File: config.mk
export PLATFORM = sky130hd
export DESIGN_NAME = smb_notify_regs
export DESIGN_NICKNAME = d
export VERILOG_FILES = /design/src/rtl/smb_notify_pkg.sv /design/src/rtl/smb_rst_sync.sv /design/src/rtl/smb_nfy_status.sv /design/src/rtl/smb_nfy_cmd.sv /design/src/rtl/smb_nfy_irq.sv /design/src/rtl/smb_notify_regs.sv
export SDC_FILE = /design/constraint.sdc
export NUM_CORES = 1
export LEC_CHECK = 0
export BUFFER_PORTS_ARGS = -buffer_cell sky130_fd_sc_hd__buf_2
export CAP_MARGIN = 40
export CORE_AREA = 2 2 57 59
export CTS_BUF_LIST = sky130_fd_sc_hd__clkbuf_2 sky130_fd_sc_hd__clkbuf_4 sky130_fd_sc_hd__clkbuf_8
export CTS_CLUSTER_DIAMETER = 80
export DETAILED_ROUTE_END_ITERATION = 7
export DIE_AREA = 0 0 59 61
export PLACE_DENSITY_LB_ADDON = 0.08
export SLEW_MARGIN = 5
export SYNTH_ARGS = -nofsm -noshare
export SYNTH_HDL_FRONTEND = slang
export SYNTH_SLANG_ARGS = --single-unit
File: constraint.sdc
create_clock -name clk -period 1.16 [get_ports clk]
set_clock_uncertainty 0.05 [all_clocks]
set_input_delay 0.058 -clock clk [delete_from_list [all_inputs] [get_ports clk]]
set_output_delay 0.058 -clock clk [all_outputs]
set_load 0.01 [all_outputs]
File: src/rtl/smb_notify_pkg.sv
package smb_notify_pkg;

  typedef struct packed {
    logic alert_dis;
    logic wake_en;
    logic int_en;
  } nfy_cmd_t;

  localparam int CMD_W = 3;

endpackage

File: src/rtl/smb_rst_sync.sv
module smb_rst_sync #(
  parameter int STAGES = 2
) (
  input  logic clk,
  input  logic rst_n,
  output logic rst_sync_n
);

  logic [STAGES-1:0] sync_q;

  always_ff @(posedge clk or negedge rst_n) begin
    if (!rst_n) begin
      sync_q <= '0;
    end else begin
      sync_q <= {sync_q[STAGES-2:0], 1'b1};
    end
  end

  assign rst_sync_n = sync_q[STAGES-1];

endmodule

File: src/rtl/smb_nfy_status.sv
module smb_nfy_status #(
  parameter int ADDR_W = 7,
  parameter int DATA_W = 16
) (
  input  logic              clk,
  input  logic              rst_n,
  input  logic              done_i,
  input  logic [ADDR_W-1:0] addr_i,
  input  logic [DATA_W-1:0] data_i,
  input  logic              clr_i,
  output logic              sts_o,
  output logic [ADDR_W-1:0] addr_o,
  output logic [DATA_W-1:0] data_o
);

  logic              sts_q, sts_d;
  logic              cap_en;
  logic [ADDR_W-1:0] addr_q;
  logic [DATA_W-1:0] data_q;

  // set has priority over software clear
  always_comb begin
    sts_d = sts_q;
    if (clr_i)  sts_d = 1'b0;
    if (done_i) sts_d = 1'b1;
  end

  // capture only into a free slot
  assign cap_en = done_i & ~sts_q;

  always_ff @(posedge clk or negedge rst_n) begin
    if (!rst_n) begin
      sts_q <= 1'b0;
    end else begin
      sts_q <= sts_d;
    end
  end

  always_ff @(posedge clk or negedge rst_n) begin
    if (!rst_n) begin
      addr_q <= '0;
      data_q <= '0;
    end else if (cap_en) begin
      addr_q <= addr_i;
      data_q <= data_i;
    end
  end

  assign sts_o  = sts_q;
  assign addr_o = addr_q;
  assign data_o = data_q;

endmodule

File: src/rtl/smb_nfy_cmd.sv
module smb_nfy_cmd
  import smb_notify_pkg::*;
(
  input  logic             clk,
  input  logic             rst_n,
  input  logic             wr_i,
  input  logic [CMD_W-1:0] wdata_i,
  output nfy_cmd_t         cmd_o
);

  nfy_cmd_t cmd_q, cmd_d;

  always_comb begin
    cmd_d = cmd_q;
    if (wr_i) cmd_d = nfy_cmd_t'(wdata_i);
  end

  always_ff @(posedge clk or negedge rst_n) begin
    if (!rst_n) begin
      cmd_q <= '0;
    end else begin
      cmd_q <= cmd_d;
    end
  end

  assign cmd_o = cmd_q;

endmodule

File: src/rtl/smb_nfy_irq.sv
module smb_nfy_irq
  import smb_notify_pkg::*;
(
  input  logic     sts_i,
  input  nfy_cmd_t cmd_i,
  input  logic     alert_sts_i,
  input  logic     other_wake_i,
  input  logic     route_smi_i,
  output logic     irq_o,
  output logic     smi_o,
  output logic     wake_o
);

  logic nfy_req;
  logic alert_req;
  logic any_req;

  assign nfy_req   = sts_i & cmd_i.int_en;
  assign alert_req = alert_sts_i & ~cmd_i.alert_dis;
  assign any_req   = nfy_req | alert_req;

  assign irq_o  = any_req & ~route_smi_i;
  assign smi_o  = any_req &  route_smi_i;
  assign wake_o = other_wake_i | (sts_i & cmd_i.wake_en);

endmodule

File: src/rtl/smb_notify_regs.sv
module smb_notify_regs
  import smb_notify_pkg::*;
#(
  parameter int         REG_AW     = 8,
  parameter int         NFY_ADDR_W = 7,
  parameter int         NFY_DATA_W = 16,
  parameter int         RST_STAGES = 2,
  parameter logic [7:0] STS_OFS    = 8'h10,
  parameter logic [7:0] CMD_OFS    = 8'h11
) (
  input  logic                  clk,
  input  logic                  rst_n,
  input  logic [REG_AW-1:0]     reg_addr_i,
  input  logic                  reg_wr_i,
  input  logic [7:0]            reg_wdata_i,
  output logic [7:0]            reg_rdata_o,
  input  logic                  nfy_done_i,
  input  logic [NFY_ADDR_W-1:0] nfy_addr_i,
  input  logic [NFY_DATA_W-1:0] nfy_data_i,
  output logic                  nfy_nack_o,
  output logic [NFY_ADDR_W-1:0] nfy_addr_o,
  output logic [NFY_DATA_W-1:0] nfy_data_o,
  input  logic                  route_smi_i,
  input  logic                  alert_sts_i,
  input  logic                  other_wake_i,
  output logic                  irq_o,
  output logic                  smi_o,
  output logic                  wake_o
);

  localparam int RSV_STS_W = 8 - 1;
  localparam int RSV_CMD_W = 8 - CMD_W;

  logic     rst_sync_n;
  logic     sel_sts, sel_cmd;
  logic     sts_clr, cmd_wr;
  logic     sts;
  nfy_cmd_t cmd;
  logic     unused_wdata;

  smb_rst_sync #(.STAGES(RST_STAGES)) u_rst_sync (
    .clk        (clk),
    .rst_n      (rst_n),
    .rst_sync_n (rst_sync_n)
  );

  assign sel_sts = (reg_addr_i == REG_AW'(STS_OFS));
  assign sel_cmd = (reg_addr_i == REG_AW'(CMD_OFS));
  assign sts_clr = reg_wr_i & sel_sts & reg_wdata_i[0];
  assign cmd_wr  = reg_wr_i & sel_cmd;
  assign unused_wdata = ^reg_wdata_i[7:CMD_W];

  smb_nfy_status #(.ADDR_W(NFY_ADDR_W), .DATA_W(NFY_DATA_W)) u_status (
    .clk    (clk),
    .rst_n  (rst_sync_n),
    .done_i (nfy_done_i),
    .addr_i (nfy_addr_i),
    .data_i (nfy_data_i),
    .clr_i  (sts_clr),
    .sts_o  (sts),
    .addr_o (nfy_addr_o),
    .data_o (nfy_data_o)
  );

  smb_nfy_cmd u_cmd (
    .clk     (clk),
    .rst_n   (rst_sync_n),
    .wr_i    (cmd_wr),
    .wdata_i (reg_wdata_i[CMD_W-1:0]),
    .cmd_o   (cmd)
  );

  smb_nfy_irq u_irq (
    .sts_i        (sts),
    .cmd_i        (cmd),
    .alert_sts_i  (alert_sts_i),
    .other_wake_i (other_wake_i),
    .route_smi_i  (route_smi_i),
    .irq_o        (irq_o),
    .smi_o        (smi_o),
    .wake_o       (wake_o)
  );

  always_comb begin
    reg_rdata_o = 8'h00;
    if (sel_sts) reg_rdata_o = {{RSV_STS_W{1'b0}}, sts};
    if (sel_cmd) reg_rdata_o = {{RSV_CMD_W{1'b0}}, cmd};
  end

  assign nfy_nack_o = sts;

endmodule

==> results.yml <==
run_status:
  run_status: "complete, but fails checks"
  failed_checks: "negative setup slack"
synth:
  synth_cells: 82
  yosys_warnings: 0
  synth_top_area_frac: 0.5943
  ys_types: 18
  synth_area_sq_um: 1221
  avgSynthCellArea_sq_um: 14.89
  yosys.area.top_type: "dfrtp_1"
  ys_seq_elements: 29
  synth_top_cells_by_area: "dfrtp_1 (59%), mux2_2 (19%), mux2_1 (4.6%)"
  seq_area_frac_synth: 0.5943
timing:
  finalSetupViolCount: 27
  setup_slack_ns: -0.2057
  slew_violations: 0
  fin_crit_ns: 1.366
  hold_viol: 0
  max_freq_mhz: 732.2
  rsz0062_at_grt: "true"
  fin_crit_sh: 1.177
global_routing:
  grt_util_all_layers: 0.1766
  overflow: 0
  grt_max_degree: 28
  grt_pass1_wl_microns: 4505
  antenna_found_initial: 0
  grt_pass1_vias: 1010
cts:
  clk_latency_ns: 0.32
  clk_pin_slew_ns: 0.09
  cts.sink_count: 29
  htree_num_levels: 2
  ctsRootBufferMaster: "clkbuf_4"
  numCtsBuffers: 5
  cts_tree: "yes"
  cts_buffer_depth: 2
cells_and_area:
  syn_to_final_growth_pct: 73.05
  num_antenna_cells: 0
  drive_above_1_share: 0.5938
  layout_common_cells: "buf_2 (70), dlygate4sd3_1 (30), dfrtp_1 (28), mux2_4 (22)"
  finalInstanceArea_sq_um: 2113
  final_common_cell: "buf_2"
  nets: 237
power_and_ir_drop:
  clock_power_share: 0.346
  cellInternalPower_w: 0.001963
  cellPowerDensity_nw_per_um2: 1211
  ir_drop_mv: 0.7924
  leakage_nw: 1.120
  switching_share: 0.2330
  p_seq_frac: 0.458
  p_switching_w: 0.0005965
  power.total_w: 0.002560
  pwr-share-comb: 0.195
placed_design:
  dp_hpwl_microns: 1936
  place_area_sq_um: 1704
  portBuffers: 70
  place_congestion: 0.7446
floorplanning:
  io_pins: 81
  die_w_microns: 59
  coreArea_sq_um: 2953
  die_area_sq_um: 3599
  initial_core_util: 0.4136
  die_y_microns: 61
  rows: 20
critical_path:
  critPathSlowestCell: "dfrtp_2"
  critPathRequiredTime_ns: 1.33
  end_kind: "register"
  startpoint_type: "register"
  path_cells: "buf_4 > nor2b_4 > buf_12 > mux2_2"
  cp.arrival_ns: 1.53
  path_class: "reg2reg"
  cp_top_family: "flip-flops"
  worst-path-buf-inv: 2
  cp-startpoint: "u_status.sts_o$_DFFE_PN0P_"
  critPathMaxStageDelay_ns: 0.41
  rr_startpoint: "u_status.sts_o$_DFFE_PN0P_"
  path_max_fanout: 13
route:
  drt_iter0_markers: 17
  vias: 1014
  viasPerCell: 4.507
  dr.pass1.iters: 3
  drc_errors: 0
  ant_nets: 0
  wl_per_cell_microns: 12.79
  routed_wl_microns: 2877
worst_hold_path:
  min_path_type: "in2reg"
  hold_start: "reg_addr_i[2]"
job:
  maxCapViolCount: 0
[stage by stage]
stage	util	worst slack, ns	std cells	hold WS, ns	setup TNS (ns)
final	0.7157	-0.2057	225	0.03469	-4.596
after global placement	0.5771	-0.07139	186	-0.2060	-1.140
after global routing	0.7157	-0.2603	225	0.04818	-6.085
after CTS	0.7144	-0.2098	225	0.02807	-4.681
after floorplan	-	-0.1485	86	-0.2876	-3.048
after detailed placement	0.5771	-0.08987	186	-0.2033	-1.463
[cells by family after synthesis]
family	count (synthesis)	synth area share
DFF	29	0.5943
muxes	27	0.2480
and+or+nand+nor	12	0.08299
buffers and inverters	9	0.05020
AOI/OAI and AO/OA	3	0.01844
other	2	0.006150
[path summary, 6_finish.rpt]
check,to,slack (ns),cells after the start
setup / recovery,u_status.addr_o[5]$_DFFE_PN0P_,-0.21,4
hold / removal,u_status.sts_o$_DFFE_PN0P_,0.03,4
setup reg to reg,u_status.addr_o[5]$_DFFE_PN0P_,-0.21,4
hold reg to reg,u_status.addr_o[5]$_DFFE_PN0P_,0.18,1
max in group asynchronous,u_rst_sync.sync_q[1]$_DFF_PN0_,0.42,3
min in group asynchronous,u_status.addr_o[5]$_DFFE_PN0P_,0.18,1
[flip-flops by register name (all words and copies together) (netlist names)]
| name | cells |
|---|---|
| u_status.sts_o | 1 |
| u_status.addr_o | 7 |
| u_status.data_o | 16 |
| u_cmd.cmd_o | 3 |
| u_rst_sync.sync_q | 2 |
[routing by layer]
| layer | up-vias | GRT usage | share of wire |
|---|---|---|---|
| met5 | - | 0 | 0 |
| met4 | 0 | 0.07792 | 0.018 |
| met3 | 7 | 0.06183 | 0.066 |
| met2 | 45 | 0.2968 | 0.49 |
| met1 | 471 | 0.2049 | 0.42 |
| li1 | 491 | - | - |
[synthesized netlist by cell type]
cell type / instances
nand4_1: 1
nand4_2: 1
nor2b_1: 4
nor3_2: 1
and3_1: 2
nor2_1: 1
buf_4: 7
buf_2: 1
nor4b_4: 1
a22oi_1: 1
inv_1: 1
mux2_2: 21
conb_1: 2
and2_2: 1
mux2_1: 5
dfrtp_1: 29
mux2i_1: 1
a21o_1: 2
[final cells by class]
class	instances	area [sq um]
clock buffers	7	58.81
clock inverters	1	30.03
fillers	219	839.6
inverters	1	3.754
multi-input cells	48	544.3
flip-flops and latches	29	726.9
well taps	33	41.29
repair buffers	106	708.2
[worst reg2reg max path, cell delays in order, from the launching register on]
cell     delay (ns)
dfrtp_2        0.41
buf_4          0.14
nor2b_4        0.15
buf_12         0.17
mux2_2         0.35
[repair_timing]
item                                    CTS  global route
buffers inserted                          1             0
hold endpoints to repair                 29             0
pin swaps                                 0             0
gates resized for setup                   2             1
hold buffers                             30             0
endpoints found under the setup margin   28            29
cloned                                    0             0
[power by group through the flow]
stage / combinational [W] / sequential [W] / clock [W]
floorplan: 0.000171 / 0.00124 / 0
global placement: 0.000409 / 0.00118 / 0
detailed placement: 0.000419 / 0.00119 / 0
CTS: 0.000500 / 0.00117 / 0.000911
global route: 0.000544 / 0.00119 / 0.000959
finish: 0.000500 / 0.00117 / 0.000887
Note: power is estimated with default switching activity, not from simulation.
